`config.mk`:
```
export PLATFORM = sky130hd
export DESIGN_NAME = adc_seq_ctrl
export DESIGN_NICKNAME = d
export VERILOG_FILES = /design/src/rtl/adc_seq_pkg.sv /design/src/rtl/adc_seq_regs.sv /design/src/rtl/adc_seq_engine.sv /design/src/rtl/adc_seq_results.sv /design/src/rtl/adc_seq_ctrl.sv
export SDC_FILE = /design/constraint.sdc
export NUM_CORES = 1
export LEC_CHECK = 0
export BUFFER_PORTS_ARGS = -buffer_cell sky130_fd_sc_hd__clkbuf_2
export CAP_MARGIN = 0
export CORE_MARGIN = 3
export CORE_UTILIZATION = 40
export DETAILED_ROUTE_END_ITERATION = 12
export GPL_ROUTABILITY_DRIVEN = 0
export PLACE_DENSITY_LB_ADDON = 0.08
export SYNTH_ARGS = -nofsm -noshare
export SYNTH_HDL_FRONTEND = slang
export SYNTH_SLANG_ARGS = --single-unit
```
`constraint.sdc`:
```
create_clock -name clk_i -period 4.2 [get_ports clk_i]
set_clock_uncertainty 0.2 [all_clocks]
set_input_delay 1.26 -clock clk_i [delete_from_list [all_inputs] [get_ports clk_i]]
set_output_delay 1.26 -clock clk_i [all_outputs]
set_load 0.03 [all_outputs]
```
`src/rtl/adc_seq_pkg.sv`:
```
package adc_seq_pkg;
  localparam int ADDR_W = 4;
  localparam int DATA_W = 16;
  localparam logic [ADDR_W-1:0] A_CFG   = 4'd0;
  localparam logic [ADDR_W-1:0] A_SEQ   = 4'd1;
  localparam logic [ADDR_W-1:0] A_FMT   = 4'd2;
  localparam logic [ADDR_W-1:0] A_START = 4'd3;
  localparam logic [ADDR_W-1:0] A_STAT  = 4'd4;
  localparam logic [ADDR_W-1:0] A_FLAGS = 4'd5;
  localparam logic [ADDR_W-1:0] A_RES   = 4'd8;
  localparam int START_MULTI_BIT = 8;
  localparam int START_SCAN_BIT  = 9;
  localparam int STAT_CNT_LSB    = 8;
endpackage

```
`src/rtl/adc_seq_regs.sv`:
```
module adc_seq_regs
  import adc_seq_pkg::*;
#(
  parameter int NUM_CH = 8,
  parameter int MAX_LEN = 8,
  localparam int CH_W = $clog2(NUM_CH),
  localparam int LEN_W = $clog2(MAX_LEN) + 1
) (
  input  logic              clk_i,
  input  logic              rst_ni,
  input  logic              wr_en_i,
  input  logic [ADDR_W-1:0] addr_i,
  input  logic [DATA_W-1:0] wdata_i,
  output logic              power_o,
  output logic              irq_en_o,
  output logic [LEN_W-1:0]  len_o,
  output logic              left_o,
  output logic              sgn_o,
  output logic [CH_W-1:0]   start_ch_o,
  output logic              multi_o,
  output logic              scan_o,
  output logic              abort_o,
  output logic              start_o
);
  always_ff @(posedge clk_i or negedge rst_ni) begin
    if (!rst_ni) begin
      power_o    <= 1'b0;
      irq_en_o   <= 1'b0;
      len_o      <= '0;
      left_o     <= 1'b0;
      sgn_o      <= 1'b0;
      start_ch_o <= '0;
      multi_o    <= 1'b0;
      scan_o     <= 1'b0;
    end else if (wr_en_i) begin
      unique case (addr_i)
        A_CFG: begin
          power_o  <= wdata_i[0];
          irq_en_o <= wdata_i[1];
        end
        A_SEQ: len_o <= wdata_i[LEN_W-1:0];
        A_FMT: begin
          left_o <= wdata_i[0];
          sgn_o  <= wdata_i[1];
        end
        A_START: begin
          start_ch_o <= wdata_i[CH_W-1:0];
          multi_o    <= wdata_i[START_MULTI_BIT];
          scan_o     <= wdata_i[START_SCAN_BIT];
        end
        default: ;
      endcase
    end
  end

  // any setup write cancels; start write relaunches when powered
  assign abort_o = wr_en_i && (addr_i <= A_START);
  assign start_o = wr_en_i && (addr_i == A_START) && power_o;
endmodule

```
`src/rtl/adc_seq_engine.sv`:
```
module adc_seq_engine #(
  parameter int NUM_CH = 8,
  parameter int MAX_LEN = 8,
  localparam int CH_W = $clog2(NUM_CH),
  localparam int SLOT_W = $clog2(MAX_LEN),
  localparam int LEN_W = SLOT_W + 1
) (
  input  logic              clk_i,
  input  logic              rst_ni,
  input  logic              abort_i,
  input  logic              start_i,
  input  logic [CH_W-1:0]   start_ch_i,
  input  logic              multi_i,
  input  logic              scan_i,
  input  logic [LEN_W-1:0]  len_i,
  input  logic              conv_done_i,
  output logic              busy_o,
  output logic [CH_W-1:0]   ch_o,
  output logic [SLOT_W-1:0] slot_o,
  output logic              store_o,
  output logic              seq_end_o
);
  logic [SLOT_W-1:0] idx_q, last_idx;
  logic              busy_q;

  always_comb begin
    if (len_i == '0 || len_i > LEN_W'(MAX_LEN)) last_idx = SLOT_W'(MAX_LEN - 1);
    else                                        last_idx = SLOT_W'(len_i - 1'b1);
  end

  assign ch_o      = multi_i ? CH_W'((32'(start_ch_i) + 32'(idx_q)) % NUM_CH) : start_ch_i;
  assign store_o   = busy_q && conv_done_i && !abort_i;
  assign seq_end_o = store_o && (idx_q == last_idx);
  assign busy_o    = busy_q;
  assign slot_o    = idx_q;

  always_ff @(posedge clk_i or negedge rst_ni) begin
    if (!rst_ni) begin
      busy_q <= 1'b0;
      idx_q  <= '0;
    end else if (abort_i) begin
      busy_q <= start_i;
      idx_q  <= '0;
    end else if (store_o) begin
      if (idx_q == last_idx) begin
        idx_q  <= '0;
        busy_q <= scan_i;
      end else begin
        idx_q <= idx_q + 1'b1;
      end
    end
  end
endmodule

```
`src/rtl/adc_seq_results.sv`:
```
module adc_seq_results #(
  parameter int MAX_LEN = 8,
  parameter int RES_W = 10,
  parameter int DATA_W = 16,
  localparam int SLOT_W = $clog2(MAX_LEN),
  localparam int PAD = DATA_W - RES_W
) (
  input  logic              clk_i,
  input  logic              rst_ni,
  input  logic              store_i,
  input  logic [SLOT_W-1:0] slot_i,
  input  logic [RES_W-1:0]  code_i,
  input  logic              rd_i,
  input  logic [SLOT_W-1:0] rd_slot_i,
  input  logic              left_i,
  input  logic              sgn_i,
  output logic [MAX_LEN-1:0] flags_o,
  output logic              ovr_set_o,
  output logic [DATA_W-1:0] rdata_o
);
  logic [RES_W-1:0] mem_q [MAX_LEN];
  logic [RES_W-1:0] sc;

  for (genvar i = 0; i < MAX_LEN; i++) begin : g_slot
    always_ff @(posedge clk_i) begin
      if (store_i && slot_i == SLOT_W'(i)) mem_q[i] <= code_i;
    end
    always_ff @(posedge clk_i or negedge rst_ni) begin
      if (!rst_ni)                                flags_o[i] <= 1'b0;
      else if (store_i && slot_i == SLOT_W'(i))   flags_o[i] <= 1'b1;
      else if (rd_i && rd_slot_i == SLOT_W'(i))   flags_o[i] <= 1'b0;
    end
  end

  // a read of the same slot in the same cycle counts as consumed
  assign ovr_set_o = store_i && flags_o[slot_i] && !(rd_i && rd_slot_i == slot_i);

  always_comb begin
    sc = mem_q[rd_slot_i];
    if (sgn_i) sc[RES_W-1] = ~sc[RES_W-1];
    if (left_i)     rdata_o = {sc, {PAD{1'b0}}};
    else if (sgn_i) rdata_o = {{PAD{sc[RES_W-1]}}, sc};
    else            rdata_o = {{PAD{1'b0}}, sc};
  end
endmodule

```
`src/rtl/adc_seq_ctrl.sv`:
```
module adc_seq_ctrl
  import adc_seq_pkg::*;
#(
  parameter int NUM_CH = 8,
  parameter int MAX_LEN = 8,
  parameter int RES_W = 10,
  localparam int CH_W = $clog2(NUM_CH),
  localparam int SLOT_W = $clog2(MAX_LEN),
  localparam int LEN_W = SLOT_W + 1
) (
  input  logic              clk_i,
  input  logic              rst_ni,
  input  logic              wr_en_i,
  input  logic              rd_en_i,
  input  logic [ADDR_W-1:0] addr_i,
  input  logic [DATA_W-1:0] wdata_i,
  output logic [DATA_W-1:0] rdata_o,
  output logic              conv_req_o,
  output logic [CH_W-1:0]   conv_ch_o,
  input  logic              conv_done_i,
  input  logic [RES_W-1:0]  conv_code_i,
  output logic              irq_o
);
  logic power, irq_en, left, sgn, multi, scan, abort, start;
  logic busy, store, seq_end, ovr_set, res_rd;
  logic [LEN_W-1:0]   len;
  logic [CH_W-1:0]    start_ch;
  logic [SLOT_W-1:0]  slot, rd_slot;
  logic [MAX_LEN-1:0] flags;
  logic [DATA_W-1:0]  res_data;
  logic seq_done_q, ovr_q;

  adc_seq_regs #(.NUM_CH(NUM_CH), .MAX_LEN(MAX_LEN)) u_regs (
    .clk_i, .rst_ni, .wr_en_i, .addr_i, .wdata_i,
    .power_o(power), .irq_en_o(irq_en), .len_o(len), .left_o(left), .sgn_o(sgn),
    .start_ch_o(start_ch), .multi_o(multi), .scan_o(scan),
    .abort_o(abort), .start_o(start)
  );

  adc_seq_engine #(.NUM_CH(NUM_CH), .MAX_LEN(MAX_LEN)) u_engine (
    .clk_i, .rst_ni, .abort_i(abort), .start_i(start), .start_ch_i(start_ch),
    .multi_i(multi), .scan_i(scan), .len_i(len), .conv_done_i,
    .busy_o(busy), .ch_o(conv_ch_o), .slot_o(slot), .store_o(store), .seq_end_o(seq_end)
  );

  assign rd_slot = SLOT_W'(addr_i - A_RES);
  assign res_rd  = rd_en_i && (addr_i >= A_RES) && (32'(addr_i - A_RES) < MAX_LEN);

  adc_seq_results #(.MAX_LEN(MAX_LEN), .RES_W(RES_W), .DATA_W(DATA_W)) u_results (
    .clk_i, .rst_ni, .store_i(store), .slot_i(slot), .code_i(conv_code_i),
    .rd_i(res_rd), .rd_slot_i(rd_slot), .left_i(left), .sgn_i(sgn),
    .flags_o(flags), .ovr_set_o(ovr_set), .rdata_o(res_data)
  );

  always_ff @(posedge clk_i or negedge rst_ni) begin
    if (!rst_ni) begin
      seq_done_q <= 1'b0;
      ovr_q      <= 1'b0;
    end else begin
      if (seq_end)                                          seq_done_q <= 1'b1;
      else if (wr_en_i && addr_i == A_STAT && wdata_i[0])   seq_done_q <= 1'b0;
      if (ovr_set)                                          ovr_q <= 1'b1;
      else if (wr_en_i && addr_i == A_STAT && wdata_i[1])   ovr_q <= 1'b0;
    end
  end

  assign conv_req_o = busy;
  assign irq_o      = seq_done_q && irq_en;

  always_comb begin
    rdata_o = '0;
    if (addr_i == A_STAT) begin
      rdata_o[0] = seq_done_q;
      rdata_o[1] = ovr_q;
      rdata_o[2] = busy;
      rdata_o[STAT_CNT_LSB +: SLOT_W] = slot;
    end else if (addr_i == A_FLAGS) begin
      rdata_o[MAX_LEN-1:0] = flags;
    end else if (addr_i >= A_RES) begin
      rdata_o = res_data;
    end
  end
endmodule

```
# Word-level counts from Yosys, hierarchy flattened
# Memories as Yosys holds them, arrays and structs flattened.
# Index checks and enable logic that the tools add are counted.
# classes
n_eq_ne	21
muxes	77
n_bitwise	1
reduce_logical	62
add_sub_neg	5
n_lt_le_gt_ge	5
# ops
cell	n
10-bit two-way mux	7
10-bit OR reduction	7
1-bit two-way mux	48
16-bit two-way mux	3
3-bit two-way mux	14
32-bit by 4-bit less-than comparator with 1-bit output (second input constant)	1
1-bit logical AND	31
3-bit == test (second input constant)	8
2-bit nonzero test	12
8-bit two-way mux	2
3-bit by 2-bit == test with 1-bit output (second input constant)	4
5-bit two-way mux	2
2-bit AND reduction	5
4-bit by 2-bit == test with 1-bit output (second input constant)	2
4-bit by 3-bit == test with 1-bit output (second input constant)	2
4-bit zero test	2
3-bit by 1-bit == test with 1-bit output (second input constant)	2
3-bit == test	2
3-bit zero test	2
3-bit by 1-bit subtractor with 3-bit output (second input constant)	2
4-bit by 4-bit subtractor with 5-bit output (second input constant)	1
4-bit by 1-bit == test with 1-bit output (second input constant)	1
4-bit >= comparator (second input constant)	1
4-bit greater-than comparator (second input constant)	1
8 further kinds	9
# totals
out_inout_bits	21
reg_bits	27
inputBits	35
ram_bits	80
mem_count	1
word_cells	192
# memory_table
memory	depth	width	read_ports	rd_clocked_by_memory_dff	write_ports	line	source
u_results.mem_q	8	10	1	0	1	adc_seq_results.sv:21	logic [RES_W-1:0] mem_q [MAX_LEN];

# Depth between registers and ports, before layout
# logic_depth
word_depth	15
depth_mapped	10
mapped_depth_nobuf	7

# By module
# A second synthesis with hierarchy kept.
# unflattened
hier_cells	363
hier_area_um2	5099.9
# modules_own_cells
mod	instances	seq_area_each_um2	cells_per_inst	area_each_um2
adc_seq_results	1	2602.5	234	3762.4
adc_seq_regs	1	325.3	33	538.0
adc_seq_engine	1	100.1	60	498.0
adc_seq_ctrl	1	50.0	36	301.5

# Least setup slack after synthesis
# No wires, ideal clock.
# synth_timing
kind	input to output
startpoint	input port addr_i[0]
endpoint	output port rdata_o[15]
slack_ns	-0.590
t_arrival_ns	3.330
cell_stages	7
t_required_ns	2.740
path_buffers	2
cell_sequence	buf_4 > buf_4 > mux4_2 > mux2i_1 > ha_1 > nand2b_1 > a21boi_0
# synth_between
elab_chain_len	9
elab_cells_between_ends	12
classes_between	add/sub: 1; order compare: 1; eq/ne: 2; mux: 6; bitwise: 1; memory: 1
# synth_rtl
item	line	source
from (decl)	adc_seq_ctrl.sv:15	input logic [ADDR_W-1:0] addr_i,
3-bit by 1-bit subtractor with 3-bit output	adc_seq_ctrl.sv:46	assign rd_slot = SLOT_W'(addr_i - A_RES);
memory read 8 x 10 bit	n/a	
1-bit inverter	adc_seq_results.sv:40	if (sgn_i) sc[RES_W-1] = ~sc[RES_W-1];
1-bit two-way mux	adc_seq_results.sv:40	
16-bit two-way mux	adc_seq_results.sv:42	else if (sgn_i) rdata_o = {{PAD{sc[RES_W-1]}}, sc};
16-bit two-way mux	adc_seq_results.sv:41	if (left_i) rdata_o = {sc, {PAD{1'b0}}};
16-bit two-way mux	adc_seq_ctrl.sv:79	end else if (addr_i >= A_RES) begin
8-bit two-way mux	adc_seq_ctrl.sv:77	end else if (addr_i == A_FLAGS) begin
5-bit two-way mux (*)	adc_seq_ctrl.sv:72	if (addr_i == A_STAT) begin
to (decl)	adc_seq_ctrl.sv:17	output logic [DATA_W-1:0] rdata_o,
# Every way passes the cells marked *; elsewhere a longest branch is shown, timed or not.

# Worst setup path after layout
# Ends and elaborated chain as after synthesis.

==> results.md <==
- Critical path startpoint: addr_i[0]
- RSZ-0062 raised after global routing: true
- Gr busiest metal: met2
- Synth Flop Type: edfxtp_1
- Worst-path fanout max: 5
- Yosys top cell area share: 0.485
- CTS Buf Count: 9
- CTS clk-pin slew, worst paths: about 70 ps
- End of the worst hold path: ovr_q
- Yosys cell types: 54
- Reg-to-Reg End: u_results.mem_q[4][7]
- Hold wc startpoint: ovr_q
- First-pass GRT wire length: 18300 µm
- Via density: between 5 and 6
- Die X: ~120 µm
- GRT Overall Usage: 0.174
- CTS tree: yes
- Worst Hold Depth: 2
- PD cells: approximately 440 nW/µm²
- Count leader, synth: edfxtp_1
- I/O pin cnt: 56
- Cts hold-fix bufs: 0
- Static leakage: ~0.0024 µW
- Vias in the first global route: 3114
- Syn Nets: about 380
- Failing checks: setup timing
- Core area: between 10000 and 15000 µm²
- Congestion Overflow GR: 0
- Clock Latency Late Sink: approximately 340 ps
- Pin count of the biggest net entering global routing: 28
- Fmax: 237 MHz
- DRC: 0
- Vias after detailed routing: a little over 3k
- Startpoint types: input pin
- Final antenna-violating net count: 0
- Outcome: finished, violations left
- Final critical-path share of the clock period: 1.01
- H-Tree Level Count: 3
- Share of cells above drive strength 1: 0.393
- Slew margin rel.: 0.505
- Area grow syn2layout: 25.3%
- Die Ht: ~120 µm
- Worst Setup Slack, final: -23.5 ps
- Dpl hpwl: 8080 µm
- Synth area leader: edfxtp_1
- M3 GR Usage: 0.0357
- Post-synthesis sequential area ratio: 0.621
- Post-synth EDFFs: 80
- Fillers: ~1.0k
- Initial drt markers: 139
- Worst EP arrival: 2760 ps
- Initial Util: 0.411
- Nets: 460
- Multi-input logic area: ~1800 µm²
- HP Class: reg2reg
- Max-cap viol count: 0
- Synth Cell Area: roughly 5000 µm²
- Worst R2R Start: u_engine.busy_o
- Most frequent cells after synthesis: edfxtp_1 (80), dfrtp_1 (27), nand2_1 (20), mux2_2 (17)
- Synthesis-stage register bit count: 107
- Crit-path slowest cell: mux4_2
- # diodes: 0
- Crit path buffers/inverters: 3
- Root Driver: clkbuf_16
- WL/cell: slightly below 20 µm
- Kind of critical path: in2out
- Slew of the pin with the lowest slew margin: 743 ps
- Family with the most delay on the worst path: multiplexers
- Drt total wl: between 10000 and 15000 µm
- Clock sinks: roughly 110
- GR Util met1: 0.258
- Final TNS setup: -63.9 ps
- Slew Viols, Final: 0
- Worst hold slack: slightly above 300 ps
- Fin crit period: about 4200 ps
- CP max stage delay: approximately 520 ps
- # rows: 40
- Initial antenna violation count: 0
- Req. time, crit path: 2740 ps
- Met2 Use GR: 0.265
- Port bufs: between 40 and 50
- DRT Pass-1 Iters: 4
- CP Cell Sequence: clkbuf_16 -> mux4_2 -> mux2i_4 -> ha_4 -> buf_6 -> nand2b_4 -> a21boi_4 -> buf_8
- Storage cell area: ~3100 µm²
- Post-Syn Area per Cell: approximately 15 µm²
- Reg2Reg Depth: 4
- Worst vdd ir: 0.000327 V
- Crit. End Element: output pin
- CTS Buffer Depth: 2
- Synthesis Warnings: 0
- Post-synth ARST share: 0.252
- Synth Instances: 331
- Top cells by area, synth: edfxtp_1 (48%), dfrtp_1 (14%), mux4_2 (6.4%), mux2_2 (3.9%), mux2i_1 (2.4%)
- Die Area: 13800 µm²
- Reg2Reg Setup Slack: 1840 ps
- Final hold vios: 0
- Setup violations, final: 5
==> tightest hold or removal path: stages (launching register included) <==
cell	delay [ps]
dfrtp_1	360
nand2_1	50
o21ai_0	60
==> cell type report <==
cell class	count	share of cell area
clock inverters	7	0.0131
flip-flops and latches	107	0.496
multi-input cells	199	0.297
repair buffers	90	0.119
inverters	8	0.00484
clock buffers	9	0.0363
well taps	168	0.0339
==> flip-flops by register name (all words and copies together), names as in the netlist, 3 cells and up <==
register and flops:
u_engine.slot_o 3, u_regs.len_o 4, u_results.mem_q 80, u_regs.start_ch_o 3, u_results.flags_o 8
==> logic make-up after synthesis <==
| family | share of synthesized area |
|---|---|
| fa+ha+maj | 0.0268 |
| mux | 0.148 |
| buf+inv | 0.0300 |
| simple gates | 0.0821 |
| flops | 0.621 |
| compound gates | 0.0783 |
| xor+xnor | 0.0141 |
==> placed cells by master (no fill, tap or decap), types with 11 or more instances in the layout <==
cell type,instances
buf_4,40
clkbuf_16,11
clkbuf_2,31
dfrtp_1,27
edfxtp_1,80
mux2_2,17
mux2i_1,11
mux4_2,18
nand2_1,20
nand2b_1,14
o21ai_0,13
==> where the power goes <==
part           switching (µW)  internal [µW]
Clock                     390            472
Combinational             330            280
Sequential               58.4           1200
Total                     779           1950
==> worst max-delay path by stage <==
| stage | endpoint | slack, ps | cells past startpoint |
|---|---|---|---|
| 3_5_place_dp | rdata_o[10] | -330 | 9 |
| 2_1_floorplan | rdata_o[15] | -90 | 9 |
| 6_report | rdata_o[15] | -20 | 8 |
| 3_3_place_gp | rdata_o[6] | -310 | 8 |
| 4_1_cts | rdata_o[10] | -40 | 8 |
| 5_1_grt | rdata_o[10] | -70 | 8 |
==> repair_timing <==
item                       4_1_cts  5_1_grt
gates cloned                     1        0
hold endpoints to repair         0        0
resized for setup               37       30
setup endpoints to repair       15       11
setup buffers                    4        0
pin swaps                        4        6
==> layer usage <==
metal | share of wire | vias to the layer above
met1 | 0.49 | 1540
met4 | 0.012 | 0
met2 | 0.46 | 70
met3 | 0.035 | 12
met5 | 0 | -
li1 | - | 1438
==> through the flow <==
stage          total power [µW]   util  instances  area [µm²]  setup WS, ps
4_1_cts                    2720  0.511        589        6170         -36.8
3_3_place_gp               1820  0.467        568        5630          -308
3_5_place_dp               1830  0.467        568        5630          -332
5_1_grt                    2850  0.515        588        6210         -70.0
6_report                   2730  0.515        588        6210         -23.5
2_1_floorplan              1650      -        331        5030         -91.9
(Power assumes the default switching activity.)
